`src/rtl/i2s_tx_pkg.sv`:
```
package i2s_tx_pkg;
  localparam int WORD_W = 32;
  localparam int LEN_W  = 3;
  localparam logic [LEN_W-1:0] LEN_PACK16 = 3'd5;
  localparam logic [LEN_W-1:0] LEN_PACK8  = 3'd7;

  typedef enum logic [2:0] {
    SEL_FRESH,
    SEL_HELD,
    SEL_FRAME_LEFT,
    SEL_PREV,
    SEL_ZERO
  } sampleSel_e;

  typedef struct packed {
    logic       shift;
    logic       load;
    logic       rightSlot;
    sampleSel_e sel;
    logic       fromB;
    logic       keepHigh;
    logic       wipe;
  } strobe_t;

  function automatic logic isPacked(input logic [LEN_W-1:0] code);
    return (code == LEN_PACK16) || (code == LEN_PACK8);
  endfunction

  // First (or only) sample of a word, moved to the top of the slot register
  function automatic logic [WORD_W-1:0] alignLow(input logic [WORD_W-1:0] w,
                                                 input logic [LEN_W-1:0] code);
    case (code)
      3'd0:      return w;
      3'd1:      return {w[23:0], 8'h00};
      3'd2:      return {w[19:0], 12'h000};
      3'd3:      return {w[17:0], 14'h0000};
      3'd4, 3'd5: return {w[15:0], 16'h0000};
      default:   return {w[7:0], 24'h000000};
    endcase
  endfunction

  // Second sample of a packed word
  function automatic logic [WORD_W-1:0] alignHigh(input logic [WORD_W-1:0] w,
                                                  input logic [LEN_W-1:0] code);
    case (code)
      LEN_PACK16: return {w[31:16], 16'h0000};
      LEN_PACK8:  return {w[15:8], 24'h000000};
      default:    return '0;
    endcase
  endfunction
endpackage

```
`src/rtl/i2s_tx_ctrl.sv`:
```
module i2s_tx_ctrl
  import i2s_tx_pkg::*;
(
  input  logic             clk,
  input  logic             rstN,
  input  logic             en,
  input  logic             bitTick,
  input  logic             wsIn,
  input  logic [LEN_W-1:0] lenCode,
  input  logic             monoEn,
  input  logic             perChanEn,
  input  logic             repeatOnUnderrun,
  input  logic             clrUnderrun,
  input  logic             aValid,
  input  logic             bValid,
  output logic             aReady,
  output logic             bReady,
  output logic             underrun,
  output strobe_t          strb
);
  logic       wsPrev;
  logic       bufHeld;
  logic       flagQ;
  logic       starve;
  logic       slotStart, leftStart, rightStart, packedMode;
  sampleSel_e selD;
  logic       fromBD, keepHighD;

  assign slotStart  = en && bitTick && (wsIn != wsPrev);
  assign leftStart  = slotStart && !wsIn;
  assign rightStart = slotStart && wsIn;
  assign packedMode = isPacked(lenCode);

  always_ff @(posedge clk) begin
    if (!rstN || !en)  wsPrev <= 1'b1;
    else if (bitTick)  wsPrev <= wsIn;
  end

  always_comb begin
    aReady    = 1'b0;
    bReady    = 1'b0;
    starve    = 1'b0;
    selD      = SEL_ZERO;
    fromBD    = 1'b0;
    keepHighD = 1'b0;
    if (leftStart) begin
      aReady = 1'b1;
      if (aValid) begin
        selD      = SEL_FRESH;
        keepHighD = packedMode;
      end else begin
        starve = 1'b1;
      end
    end else if (rightStart) begin
      if (monoEn) begin
        selD = SEL_FRAME_LEFT;
      end else if (packedMode) begin
        if (bufHeld) selD = SEL_HELD;
        else         starve = 1'b1;
      end else if (perChanEn) begin
        bReady = 1'b1;
        fromBD = 1'b1;
        if (bValid) selD = SEL_FRESH;
        else        starve = 1'b1;
      end else begin
        aReady = 1'b1;
        if (aValid) selD = SEL_FRESH;
        else        starve = 1'b1;
      end
    end
    if (starve) selD = repeatOnUnderrun ? SEL_PREV : SEL_ZERO;
  end

  always_ff @(posedge clk) begin
    if (!rstN || !en)    bufHeld <= 1'b0;
    else if (leftStart)  bufHeld <= aValid && packedMode;
    else if (rightStart) bufHeld <= 1'b0;
  end

  always_ff @(posedge clk) begin
    if (!rstN)            flagQ <= 1'b0;
    else if (starve)      flagQ <= 1'b1;
    else if (clrUnderrun) flagQ <= 1'b0;
  end

  assign underrun       = flagQ;
  assign strb.shift     = en && bitTick;
  assign strb.load      = slotStart;
  assign strb.rightSlot = wsIn;
  assign strb.sel       = selD;
  assign strb.fromB     = fromBD;
  assign strb.keepHigh  = keepHighD;
  assign strb.wipe      = !en;

  a_r8_b_idle: assert property (@(posedge clk) disable iff (!rstN)
    !perChanEn |-> !bReady);
  a_r12_ready_on_tick: assert property (@(posedge clk) disable iff (!rstN)
    (aReady || bReady) |-> (bitTick && en));
  a_r12_one_ready: assert property (@(posedge clk) disable iff (!rstN)
    !(aReady && bReady));
  a_r11_flag_sticky: assert property (@(posedge clk) disable iff (!rstN)
    (underrun && !clrUnderrun) |=> underrun);
  a_r6_mono_right_no_take: assert property (@(posedge clk) disable iff (!rstN)
    (monoEn && wsIn) |-> (!aReady && !bReady));
endmodule

```
`src/rtl/i2s_tx_dpath.sv`:
```
module i2s_tx_dpath
  import i2s_tx_pkg::*;
(
  input  logic              clk,
  input  logic              rstN,
  input  strobe_t           strb,
  input  logic [LEN_W-1:0]  lenCode,
  input  logic [WORD_W-1:0] aData,
  input  logic [WORD_W-1:0] bData,
  output logic              sdo
);
  logic [WORD_W-1:0] word, lowAl, highAl, chosen;
  logic [WORD_W-1:0] shReg, heldR, frameLeft, prevL, prevR;
  logic              sdoQ;

  assign word   = strb.fromB ? bData : aData;
  assign lowAl  = alignLow(word, lenCode);
  assign highAl = alignHigh(word, lenCode);

  always_comb begin
    case (strb.sel)
      SEL_FRESH:      chosen = lowAl;
      SEL_HELD:       chosen = heldR;
      SEL_FRAME_LEFT: chosen = frameLeft;
      SEL_PREV:       chosen = strb.rightSlot ? prevR : prevL;
      default:        chosen = '0;
    endcase
  end

  always_ff @(posedge clk) begin
    if (!rstN || strb.wipe) begin
      shReg     <= '0;
      sdoQ      <= 1'b0;
      heldR     <= '0;
      frameLeft <= '0;
      prevL     <= '0;
      prevR     <= '0;
    end else begin
      if (strb.keepHigh) heldR <= highAl;
      if (strb.load && !strb.rightSlot) frameLeft <= chosen;
      if (strb.load && strb.sel == SEL_FRESH) begin
        if (strb.rightSlot) prevR <= chosen;
        else                prevL <= chosen;
      end
      if (strb.load && strb.sel == SEL_HELD) prevR <= chosen;
      if (strb.shift) begin
        sdoQ  <= shReg[WORD_W-1];
        shReg <= strb.load ? chosen : {shReg[WORD_W-2:0], 1'b0};
      end
    end
  end

  assign sdo = sdoQ;

  a_r2_hold_between_ticks: assert property (@(posedge clk) disable iff (!rstN)
    (!strb.shift && !strb.wipe) |=> $stable(sdo));
  a_r12_quiet_when_off: assert property (@(posedge clk) disable iff (!rstN)
    strb.wipe |=> !sdo);
  a_r2_load_on_tick: assert property (@(posedge clk) disable iff (!rstN)
    strb.load |-> strb.shift);
endmodule

```
`src/rtl/i2s_tx_ser.sv`:
```
module i2s_tx_ser
  import i2s_tx_pkg::*;
(
  input  logic              clk,
  input  logic              rstN,
  input  logic              en,
  input  logic              bitTick,
  input  logic              wsIn,
  input  logic [LEN_W-1:0]  lenCode,
  input  logic              monoEn,
  input  logic              perChanEn,
  input  logic              repeatOnUnderrun,
  input  logic              clrUnderrun,
  input  logic [WORD_W-1:0] aData,
  input  logic              aValid,
  output logic              aReady,
  input  logic [WORD_W-1:0] bData,
  input  logic              bValid,
  output logic              bReady,
  output logic              sdo,
  output logic              underrun
);
  strobe_t strb;

  i2s_tx_ctrl u_ctrl (
    .clk(clk), .rstN(rstN), .en(en), .bitTick(bitTick), .wsIn(wsIn),
    .lenCode(lenCode), .monoEn(monoEn), .perChanEn(perChanEn),
    .repeatOnUnderrun(repeatOnUnderrun), .clrUnderrun(clrUnderrun),
    .aValid(aValid), .bValid(bValid), .aReady(aReady), .bReady(bReady),
    .underrun(underrun), .strb(strb)
  );

  i2s_tx_dpath u_dpath (
    .clk(clk), .rstN(rstN), .strb(strb), .lenCode(lenCode),
    .aData(aData), .bData(bData), .sdo(sdo)
  );
endmodule

```
`config.mk`:
```
export PLATFORM = sky130hd
export DESIGN_NAME = i2s_tx_ser
export DESIGN_NICKNAME = d
export VERILOG_FILES = /design/src/rtl/i2s_tx_pkg.sv /design/src/rtl/i2s_tx_ctrl.sv /design/src/rtl/i2s_tx_dpath.sv /design/src/rtl/i2s_tx_ser.sv
export SDC_FILE = /design/constraint.sdc
export NUM_CORES = 1
export LEC_CHECK = 0
export ABC_AREA = 1
export ABC_CLOCK_PERIOD_IN_PS = 2950
export BUFFER_PORTS_ARGS = -buffer_cell sky130_fd_sc_hd__buf_2
export CORE_MARGIN = 4
export CORE_UTILIZATION = 55
export DETAILED_ROUTE_END_ITERATION = 6
export PLACE_DENSITY = 0.78
export SLEW_MARGIN = 40
export SYNTH_ARGS = -nofsm -noshare
export SYNTH_HDL_FRONTEND = slang
export SYNTH_HIERARCHICAL = 1
export SYNTH_SLANG_ARGS = --single-unit
```
`constraint.sdc`:
```
create_clock -name clk -period 2.95 [get_ports clk]
set_input_delay 0.1475 -clock clk [delete_from_list [all_inputs] [get_ports clk]]
set_output_delay 0.1475 -clock clk [all_outputs]
set_load 0.03 [all_outputs]
```
Yosys cells after proc, flatten, opt, wreduce, memory -nomap -nowiden
Cells that the tools add are included.
{ "word_totals": {"register_bits": 164, "elab_cells": 84} }
{ "op_classes": {"eq_ne": 10, "n_mux": 43, "bitwise_logic": 1, "n_reduce_logical": 21} }
{ "ops": {"columns": ["op", "count"], "rows": [
  ["2-to-1 mux 32 bit", 6],
  ["one-hot mux 32 bit (5 select lines)", 1],
  ["one-hot mux 32 bit (4 select lines)", 1],
  ["one-hot mux 32 bit (2 select lines)", 1],
  ["2-to-1 mux 3 bit", 10],
  ["2-to-1 mux 1 bit", 24],
  ["== test 3 x 2 -> 1 bit, second input constant", 4],
  ["== test 3 bit, second input constant", 3],
  ["nonzero test 2 bit", 4],
  ["logical AND 1 bit", 7],
  ["== test 3 x 1 -> 1 bit, second input constant", 2],
  ["logical NOT 3 bit", 2],
  ["AND reduction 2 bit", 2],
  ["logical NOT 1 bit", 3],
  ["logical OR 1 bit", 2],
  ["OR reduction 2 bit", 1],
  ["!= test 1 bit", 1],
  ["NOT 1 bit", 1]
]} }

Longest topological paths before layout
Gate-level depths: netlist of the first run.
{ "logic_depth": {"ltp_word": 12, "ltp_mapped": 18} }

Modules after synthesis
Netlist of the first run, hierarchy kept.
{ "modules_own_cells": {"columns": ["module", "instances", "cells_each", "area_per_inst_um2", "seq_area_each_um2"], "rows": [
  ["i2s_tx_dpath", 1, 1410, 8404.3, 2902.8],
  ["i2s_tx_ctrl", 1, 59, 330.3, 60.1]
]} }

Worst setup path before layout of the first run
No wires, ideal clock.
{ "synth_timing": {"kind": "register -> register", "start": "register u_ctrl.wsPrev", "end": "register u_dpath.frameLeft[28]", "setup_time_ns": 0.113, "arrival_time_ns": 2.251, "t_required_ns": 2.837, "path_slack_ns": 0.586, "stages_incl_launch_ff": 17, "path_buffers": 3, "period_less_slack_ns": 2.364, "path_cell_list": "dfxtp_1 -> nor2_1 -> nor3_2 -> inv_2 -> nor3_2 -> buf_4 -> buf_4 -> buf_6 -> nand2_1 -> nand2_1 -> nor2_1 -> nor2_1 -> nand3_1 -> nand2_1 -> nand2_1 -> o21ai_1 -> inv_1"} }
{ "synth_between": {"elab_chain_len": 8, "elab_cells_between_ends": 18, "classes_between": "eq/ne (4); mux (10); reduce/logical (4)"} }
{ "synth_lines": {"columns": ["item", "line", "text"], "rows": [
  ["start: declaration", "i2s_tx_ctrl.sv:21", "logic wsPrev;"],
  ["start signal: assignment", "i2s_tx_ctrl.sv:36", "else if (bitTick) wsPrev <= wsIn;"],
  ["!= test 1 bit *", "i2s_tx_ctrl.sv:29", "assign slotStart = en && bitTick && (wsIn != wsPrev);"],
  ["logical AND 1 bit *", "i2s_tx_ctrl.sv:29", null],
  ["net u_ctrl.slotStart", "i2s_tx_ctrl.sv:25", "logic slotStart, leftStart, rightStart, packedMode;"],
  ["logical AND 1 bit", "i2s_tx_ctrl.sv:31", "assign rightStart = slotStart && wsIn;"],
  ["2-to-1 mux 1 bit", null, null],
  ["2-to-1 mux 1 bit *", null, null],
  ["net bReady", "i2s_tx_ser.sv:19", "output logic bReady,"],
  ["2-to-1 mux 32 bit *", "i2s_tx_dpath.sv:16", "assign word = strb.fromB ? bData : aData;"],
  ["one-hot mux 32 bit (5 select lines) *", "i2s_tx_pkg.sv:32", "case (code)"],
  ["one-hot mux 32 bit (4 select lines) *", "i2s_tx_dpath.sv:21", "case (strb.sel)"],
  ["end signal: assignment", "i2s_tx_dpath.sv:40", "if (strb.load && !strb.rightSlot) frameLeft <= chosen;"],
  ["end: declaration", "i2s_tx_dpath.sv:13", "logic [WORD_W-1:0] shReg, heldR, frameLeft, prevL, prevR;"]
]} }
The timed path passes the listed nets; every way through them passes the cells marked *.
A chain may end at the register's enable or synchronous reset.

==> impl_metrics.csv, run 1 <==
group,metric,value,unit
sta,max_slew_margin,0.539,
grt,antenna_found_initial,0,
grt,grt.overflow.total,0,
drt,ant_nets,0,
clocking,clock-sinks,148,
synth,ys_seq_area_frac,0.339,
place,place_congestion,1.01,
grt,grt_max_degree,68,
finish,drive_gt1_frac,0.117,
die,die_w,134,um
setup_path,worstSetupStartpoint,"bitTick",
clocking,cts_tree,"yes",
synth,syn_nets,1547,
sta,maxSlewViolCount,0,
clocking,cts_root_buffer,"clkbuf_16",
die,dieHeight,134,um
sta,min_period,2.72,ns
setup_path,endpoint_kind,"flop",
setup_path,required,3.29,ns
setup_path,crit_path_frequent_cell,"nand2_1",
place,dpl.hpwl,18300,um
sta,timing.final.crit_share,0.922,
finish,nNetsFinal,1592,
die,dieArea,18000,um^2
synth,synth.avg_cell_area,5.95,um^2
sta,timing_hold_violations_final,0,
sta,fmax,367,MHz
min_path,hold_class,"in -> reg",
setup_path,crit_arrival,3.06,ns
clocking,cts_buffers,17,
drt,finalWirelength,26400,um
synth,synth_cell_types,29,
sta,rsz0062_at_grt,"false",
setup_path,r2r-start,"u_ctrl/wsPrev",
synth,syn_inst,1469,
die,coreArea,15400,um^2
place,dp_cells,1704,
setup_path,slowest_stage,"dlygate4sd3_1",
setup_path,path_class,"in -> reg",
setup_path,start_kind,"primary input",
drt,vias,9268,
sta,setup_tns,0,ns
grt,grt_usage,0.299,
pwr,p_per_area,489,nW/um^2
place,dpl_cell_area,9240,um^2
grt,first_global_vias,8903,
clocking,clock_latency,0.42,ns
finish,final_area,9900,um^2
setup_path,path_cells,"dlygate4sd3_1, buf_2, nand2_1, nor3_4, inv_2, nor3_4, buf_4, nand2_1, o21ai_1, inv_1, o21ai_1, nand2_1, nand3_1, nand2_1, a21oi_1",
pwr,peakVddDrop,0.455,mV
die,fp-row-count,45,
drt,drc_errors,0,
grt,grt_pass1_wl,43300,um
setup_path,cp_slowest_stage_delay,0.55,ns
die,start_util,0.568,
clocking,cts_buffer_depth,2,
finish,multi_input_area,4460,um^2
clocking,cts_setup_buffers,0,
finish,final_cell_count_no_fill,1738,
min_path,holdPathStages,3,
pwr,power_leakage,4.85,nW
setup_path,cp_max_fo,15,
clocking,htreeDepth,4,
finish,fillers,1519,
min_path,holdCritStartpoint,"en",
setup_path,crit_family,"buffers and inverters",
sta,setup_viol,0,
setup_path,path_depth,15,
setup_path,path_buf_inv,5,
drt,dr.pass1.iters,6,
drt,drt_iter0_drc,843,
finish,antenna-diode-count,0,
drt,via_per_inst,5.33,
sta,clock-skew-final,0.0101,ns
synth,ys_ff_latch,148,
die,io_pins,82,
place,portBuffers,81,
setup_path,r2r_cells,13,
finish,area_delta_synth_final,13.4,%
sta,tightest_slew,0.685,ns
job,cap_violations,0,
drt,routedWlPerCell,15.2,um
finish,register_area,2960,um^2
synth,yosysWarningCount,6,
clocking,clk_pin_slew,0.06,ns
status,status,"completed",
synth,synth.cell_area,8730,um^2
-- report_power, final --
part	internal [mW]	switching [mW]
clock	1.50	0.838
combinational	0.144	0.338
sequential	2.01	0.00624
total	3.66	1.18
-- cells by family (layout without fill, tap and decap cells) --
family / count (synthesis) / after routing / share of synthesized area
simple gates: 623 / 623 / 0.282
buf+inv: 330 / 388 / 0.152
compound gates: 368 / 368 / 0.226
flops: 148 / 148 / 0.339
-- final timing paths --
check / endpoint / slack, ns
setup / recovery: u_dpath/shReg[26] / 0.23
hold / removal: u_ctrl/bufHeld / 0.02
setup reg to reg: u_dpath/shReg[26] / 0.35
hold reg to reg: u_dpath/heldR[21] / 0.47
-- routing by layer --
metal | part of all wire | track usage
met1 | 0.42 | 0.372
met2 | 0.48 | 0.509
met3 | 0.070 | 0.0581
met4 | 0.031 | 0.121
met5 | 0 | 0
-- through the flow --
| stage | setup WS (ns) | hold WS [ns] | util | total power [mW] |
|---|---|---|---|---|
| after floorplan | 0.586 | 0.245 | - | 2.36 |
| after global placement | 0.384 | 0.369 | 0.601 | 2.53 |
| after detailed placement | 0.330 | 0.370 | 0.601 | 2.53 |
| after CTS | 0.270 | 0.0125 | 0.644 | 4.86 |
| after global routing | 0.000648 | 0.0289 | 0.644 | 5.01 |
| final | 0.229 | 0.0244 | 0.644 | 4.84 |
-- cell usage after synthesis --
master / n / area [um^2]
o21a_1: 1 / 7.51
o21ai_0: 89 / 445
a21oi_1: 147 / 736
inv_1: 229 / 860
nor2_2: 5 / 31.3
nor2_1: 161 / 604
nor2_4: 1 / 11.3
nand3_2: 1 / 10.0
nand2_1: 399 / 1500
nand2_2: 7 / 43.8
nor3_2: 4 / 40.0
o211ai_1: 13 / 97.6
inv_2: 19 / 71.3
o21bai_1: 11 / 82.6
o22ai_2: 1 / 12.5
o22ai_1: 13 / 81.3
clkbuf_1: 34 / 128
nand3_1: 43 / 215
buf_2: 25 / 125
buf_1: 7 / 26.3
o21ai_1: 86 / 430
o31ai_1: 2 / 15.0
buf_4: 12 / 90.1
dfxtp_1: 148 / 2960
o211ai_2: 2 / 25.0
nor3_1: 2 / 10.0
buf_6: 2 / 22.5
o221ai_2: 3 / 45.0
clkinv_1: 2 / 7.51
-- registers in the layout, indices dropped and copies added (netlist names) --
signal,cells
u_ctrl/bufHeld,1
u_ctrl/underrun,1
u_dpath/prevL,32
u_dpath/prevR,32
u_dpath/shReg,32
u_dpath/heldR,16
u_ctrl/wsPrev,1
u_dpath/sdo,1
u_dpath/frameLeft,32
-- worst reg2reg max path, cell delays in order, from the launching register on --
cell     delay [ns]
dfxtp_1        0.38
nor2_1         0.09
nor3_4         0.24
inv_2          0.09
nor3_4         0.21
buf_4          0.24
nand2_1        0.06
o21ai_1        0.24
inv_1          0.21
o21ai_1        0.25
nand2_1        0.18
nand3_1        0.11
nand2_1        0.08
a21oi_1        0.14
-- cell type report --
type	count	area share
clock buffer	19	0.0437
multi-input combinational	991	0.450
timing repair buffer	106	0.0646
inverter	250	0.0951
tap	211	0.0267
sequential	148	0.299
clock inverter	13	0.0207
-- timing repair --
item | 4_1_cts | 5_1_grt
hold buffers | 2 | 0
gates resized for setup | 0 | 4
hold endpoints to repair | 2 | 0
setup endpoints to repair | 0 | 5
-- placed cells by master, fill, tap and decap left out, types with 19 or more instances in the layout --
cell,count
inv_1,229
buf_2,81
nand3_1,43
buf_4,19
dfxtp_1,148
nor2_1,160
a21oi_1,147
nand2_1,399
o21ai_1,87
o21ai_0,88
No activity file was read; power rests on OpenSTA's default activity.
==> inputs of run 2 (changes only) <==
--- a/config.mk
+++ b/config.mk
@@ -8,9 +8,9 @@
 export ABC_AREA = 1
 export ABC_CLOCK_PERIOD_IN_PS = 2950
 export BUFFER_PORTS_ARGS = -buffer_cell sky130_fd_sc_hd__buf_2
-export CORE_MARGIN = 4
 export CORE_UTILIZATION = 55
 export DETAILED_ROUTE_END_ITERATION = 6
+export GPL_ROUTABILITY_DRIVEN = 0
 export PLACE_DENSITY = 0.78
 export SLEW_MARGIN = 40
 export SYNTH_ARGS = -nofsm -noshare
==> run 2 against run 1 <==
Count of clock-buffer cells in the layout grew 1. Sequential share of layout area grew 0.38 points. First-iteration DRC count grew 8.1%. Wire length shrank 4.8%.
==> impl_metrics.csv, run 2 (synthesis results as in run 1) <==
group,metric,value,unit
status,status,"completed",
finish,final_common_cell,"nand2_1",
job,cap_violations,0,
place,portBuffers,81,
finish,final_cell_count_no_fill,1738,
clocking,cts_buffers,17,
drt,routedWlPerCell,14.5,um
setup_path,endpoint_kind,"flop",
setup_path,r2r_cells,14,
clocking,cts_tree,"yes",
finish,nNetsFinal,1593,
pwr,power_leakage,4.80,nW
drt,ant_nets,0,
sta,min_period,2.73,ns
sta,maxSlewViolCount,0,
grt,grt_pass1_wl,40600,um
setup_path,r2r_slack,0.29,ns
sta,clock-skew-final,0.00961,ns
sta,max_slew_margin,0.463,
setup_path,timing.rr.end,"u_dpath/prevL[22]",
drt,dr.pass1.iters,5,
setup_path,crit_path_frequent_cell,"nand2_1",
drt,via_per_inst,5.33,
clocking,clock-sinks,148,
clocking,htreeDepth,4,
place,dp_cells,1704,
clocking,cts_root_buffer,"clkbuf_16",
setup_path,cp_max_fo,13,
pwr,clkPwrFrac,0.432,
place,dpl.hpwl,17300,um
setup_path,path_cells,"dlygate4sd3_1, buf_2, nand2_1, nor3_4, inv_2, nor3_4, buf_4, nand2_1, o21ai_1, nor2_1, nor2_1, nand2_1, nand2_1, nand2_1, o21ai_1, inv_1",
min_path,hold_end,"u_ctrl/underrun",
setup_path,r2r-start,"u_ctrl/wsPrev",
min_path,holdPathStages,6,
grt,grt_usage,0.319,
setup_path,path_buf_inv,5,
sta,setup_viol,0,
die,start_util,0.568,
sta,timing_hold_violations_final,0,
setup_path,path_class,"in -> reg",
pwr,p_per_area,449,nW/um^2
die,io_pins,82,
finish,final_cell_mix,"nand2_1, inv_1, nor2_1",
setup_path,path_depth,16,
setup_path,required,3.27,ns
setup_path,start_kind,"primary input",
place,pre_cts_slack,0.186,ns
setup_path,cp_slowest_stage_delay,0.52,ns
sta,tightest_slew,0.800,ns
grt,grt_max_degree,81,
finish,area_delta_synth_final,12.0,%
pwr,p_sw,1.16,mW
sta,fmax,367,MHz
finish,final_area,9780,um^2
finish,fillers,1514,
pwr,p_int,3.23,mW
drt,finalWirelength,25200,um
pwr,power_frac_seq,0.460,
sta,timing.final.crit_share,0.925,
setup_path,crit_arrival,3.05,ns
die,dieArea,16400,um^2
clocking,cts_setup_buffers,0,
setup_path,slowest_stage,"dlygate4sd3_1",
place,dpl_cell_area,9220,um^2
drt,drt_iter0_drc,911,
die,dieHeight,128,um
min_path,holdCritStartpoint,"clrUnderrun",
pwr,peakVddDrop,0.445,mV
grt,first_global_vias,8247,
setup_path,crit_family,"simple AND/OR/NAND/NOR gates",
finish,drive_gt1_frac,0.117,
min_path,hold_class,"in -> reg",
die,coreArea,15400,um^2
pwr,power_frac_comb,0.108,
sta,fin_ws,0.223,ns
finish,antenna-diode-count,0,
finish,utilization,0.636,
clocking,clock_latency,0.43,ns
clocking,clk_pin_slew,0.06,ns
drt,drc_errors,0,
pwr,sw_frac_of_total,0.263,
drt,vias,9268,
die,die_w,128,um
sta,setup_tns,0,ns
grt,grt.overflow.total,0,
clocking,cts_buffer_depth,2,
grt,antenna_found_initial,0,
die,fp-row-count,45,
## run 2: final cells by class
cell class / count / area (um^2) / share of cell area
clock buffer: 20 / 447 / 0.0457
clock inverter: 11 / 63.8 / 0.00652
inverter: 250 / 945 / 0.0966
multi-input combinational: 991 / 4460 / 0.456
sequential: 148 / 2960 / 0.303
tap: 211 / 264 / 0.0270
timing repair buffer: 107 / 637 / 0.0651
## run 2: worst max path at each step
| stage | endpoint | from | slack [ns] |
|---|---|---|---|
| finish | u_dpath/prevL[22] | en | 0.22 |
| global route | u_dpath/shReg[25] | en | -0.004 |
| CTS | u_dpath/prevL[13] | en | 0.13 |
| detailed placement | u_dpath/prevL[13] | u_ctrl/wsPrev | 0.19 |
| global placement | u_dpath/shReg[8] | u_ctrl/wsPrev | 0.25 |
| floorplan | u_dpath/frameLeft[28] | u_ctrl/wsPrev | 0.59 |
## run 2: routing by layer
| metal | up-vias | GRT usage | routed length [um] |
|---|---|---|---|
| li1 | 4675 | - | - |
| met1 | 4174 | 0.402 | 10600 |
| met2 | 353 | 0.522 | 11600 |
| met3 | 66 | 0.0668 | 2010 |
| met4 | 0 | 0.150 | 950 |
| met5 | - | 0 | 0 |
## run 2: power by group through the flow
stage	clock (mW)	sequential (mW)	combinational [mW]
after floorplan	0	2.06	0.300
after global placement	0	2.06	0.453
after detailed placement	0	2.06	0.455
after CTS	1.92	2.02	0.460
after global routing	2.01	2.02	0.522
final	1.90	2.02	0.475
## run 2: worst reg2reg max path: cells and delay by family (launching register included)
family,cells,cell delay (ns)
simple gates,9,1.24
buf+inv,3,0.37
compound gates,2,0.55
flops,1,0.38
## run 2: per-stage QoR
stage	power [mW]	hold slack, ns
2_1_floorplan	2.36	0.245
3_3_place_gp	2.51	0.369
3_5_place_dp	2.52	0.371
4_1_cts	4.40	0.0544
5_1_grt	4.55	0.115
6_report	4.39	0.0634
## run 2: repair_timing
item,4_1_cts,5_1_grt
hold buffers,3,0
gates resized for setup,0,7
endpoints found under the setup margin,0,94
hold endpoints to repair,3,0
==> inputs of run 3 (changes only) <==
--- a/config.mk
+++ b/config.mk
@@ -6,12 +6,12 @@
 export NUM_CORES = 1
 export LEC_CHECK = 0
 export ABC_AREA = 1
-export ABC_CLOCK_PERIOD_IN_PS = 2950
+export ABC_CLOCK_PERIOD_IN_PS = 3350
 export BUFFER_PORTS_ARGS = -buffer_cell sky130_fd_sc_hd__buf_2
-export CORE_UTILIZATION = 55
+export CORE_UTILIZATION = 30
 export DETAILED_ROUTE_END_ITERATION = 6
 export GPL_ROUTABILITY_DRIVEN = 0
-export PLACE_DENSITY = 0.78
+export PLACE_DENSITY = 0.49
 export SLEW_MARGIN = 40
 export SYNTH_ARGS = -nofsm -noshare
 export SYNTH_HDL_FRONTEND = slang
==> constraint.sdc (replaced) <==
create_clock -name clk -period 3.35 [get_ports clk]
set_input_delay 0.1675 -clock clk [delete_from_list [all_inputs] [get_ports clk]]
set_output_delay 0.1675 -clock clk [all_outputs]
set_load 0.03 [all_outputs]
==> run 3 against run 2 <==
Cell count rose by 9.5%. Count of clock-buffer cells in the layout stayed put. Sequential share of layout area is 0.78 points lower. Die area grew 82%. Critical path type unchanged. Largest cell class unchanged.
==> impl_metrics.csv, run 3 (synthesis results as in run 1) <==
group,metric,value,unit
setup_path,cp_max_fo,26,
drt,routedWlPerCell,15.1,um
sta,setup_viol,0,
place,dpl.hpwl,19900,um
drt,via_per_inst,4.73,
place,dpl_cell_area,9400,um^2
finish,final_area,10000,um^2
place,dp_cells,1872,
clocking,cts_tree,"yes",
finish,area_delta_synth_final,14.9,%
drt,dr.pass1.iters,5,
setup_path,start_kind,"primary input",
sta,min_period,3.01,ns
clocking,cts_root_buffer,"clkbuf_16",
grt,grt_pass1_wl,46000,um
clocking,cts_setup_buffers,0,
clocking,cts_buffers,17,
clocking,cts_resized,0,
drt,vias,8998,
pwr,p_per_area,422,nW/um^2
die,die_w,173,um
sta,tightest_slew,0.883,ns
finish,antenna-diode-count,0,
sta,timing.hold.ws,0.0319,ns
sta,rsz0062_at_grt,"false",
setup_path,required,3.66,ns
clocking,clock-sinks,148,
setup_path,path_class,"in -> reg",
sta,max_slew_margin,0.409,
clocking,htreeDepth,4,
grt,grt_max_degree,70,
finish,final_cell_mix,"nand2_1, inv_1, nor2_1",
drt,ant_nets,0,
pwr,power_leakage,4.82,nW
die,dieArea,29800,um^2
sta,setup_tns,0,ns
clocking,clk_pin_slew,0.07,ns
status,status,"completed",
sta,clock-skew-final,0.0174,ns
grt,antenna_found_initial,0,
grt,first_global_vias,8511,
die,io_pins,82,
finish,final_cell_count_no_fill,1903,
job,cap_violations,0,
setup_path,crit_arrival,3.31,ns
drt,drt_iter0_drc,684,
sta,timing_hold_violations_final,0,
place,portBuffers,81,
clocking,cts_buffer_depth,2,
finish,drive_gt1_frac,0.113,
finish,nNetsFinal,1587,
sta,timing.final.crit_share,0.897,
pwr,peakVddDrop,0.290,mV
die,fp-row-count,62,
finish,utilization,0.350,
clocking,clock_latency,0.42,ns
min_path,hold_class,"in -> reg",
die,start_util,0.304,
finish,final_common_cell,"nand2_1",
die,coreArea,28700,um^2
drt,finalWirelength,28800,um
grt,grt_usage,0.195,
die,dieHeight,173,um
sta,maxSlewViolCount,0,
grt,grt.overflow.total,0,
setup_path,endpoint_kind,"flop",
sta,fmax,333,MHz
drt,drc_errors,0,
## run 3: cell count changes in the layout (fill, tap and decap cells not counted), sizes merged
cell and delta:
clkinvlp -1, buf -5, dlygate4sd3 -1, bufinv +4, clkinv -5
## run 3: final timing paths
| kind | startpoint | to | slack (ns) | cells past startpoint |
|---|---|---|---|---|
| setup / recovery | bitTick | u_dpath/frameLeft[17] | 0.34 | 15 |
| hold reg to reg | u_dpath/shReg[5] | u_dpath/shReg[5] | 0.46 | 2 |
| setup reg to reg | u_ctrl/wsPrev | u_dpath/frameLeft[17] | 0.44 | 13 |
| hold / removal | en | u_ctrl/bufHeld | 0.03 | 3 |
## run 3: final cells by class
cell class	instances	area, um^2
fillers	3302	18700
multi-input cells	991	4460
flip-flops and latches	148	2960
inverters	250	942
repair buffers	101	586
well taps	384	480
clock buffers	20	457
clock inverters	9	155
## run 3: timing repair
item                                    4_1_cts  5_1_grt
hold buffers                                  2        0
hold endpoints to repair                      2        0
endpoints found under the setup margin        0        0
## run 3: metal layers
| metal | GRT usage | vias up | share of wire |
|---|---|---|---|
| li1 | - | 4655 | - |
| met1 | 0.258 | 4106 | 0.47 |
| met2 | 0.323 | 191 | 0.46 |
| met3 | 0.0277 | 46 | 0.041 |
| met4 | 0.0692 | 0 | 0.028 |
| met5 | 0 | - | 0 |
## run 3: power breakdown
| group | internal (mW) | switching (mW) |
|---|---|---|
| logic | 0.124 | 0.305 |
| clock network | 1.27 | 0.753 |
| registers | 1.77 | 0.00540 |
| total | 3.17 | 1.06 |
## run 3: critical path: stages
cell and delay [ns]:
dlygate4sd3_1 0.53, buf_2 0.12, nand2_1 0.14, nor3_4 0.31, inv_2 0.10, nor3_4 0.37
inv_2 0.29, nand2_1 0.15, nand2_1 0.19, nand2_1 0.13, nand3_1 0.07, o21ai_1 0.35
nand2_1 0.16, o21ai_0 0.18, inv_1 0.06
## run 3: through the flow
stage | setup WS, ns | total power, mW
global placement | 0.463 | 2.24
floorplan | 0.986 | 2.08
global route | 0.0145 | 4.40
CTS | 0.363 | 4.27
finish | 0.345 | 4.23
detailed placement | 0.453 | 2.24
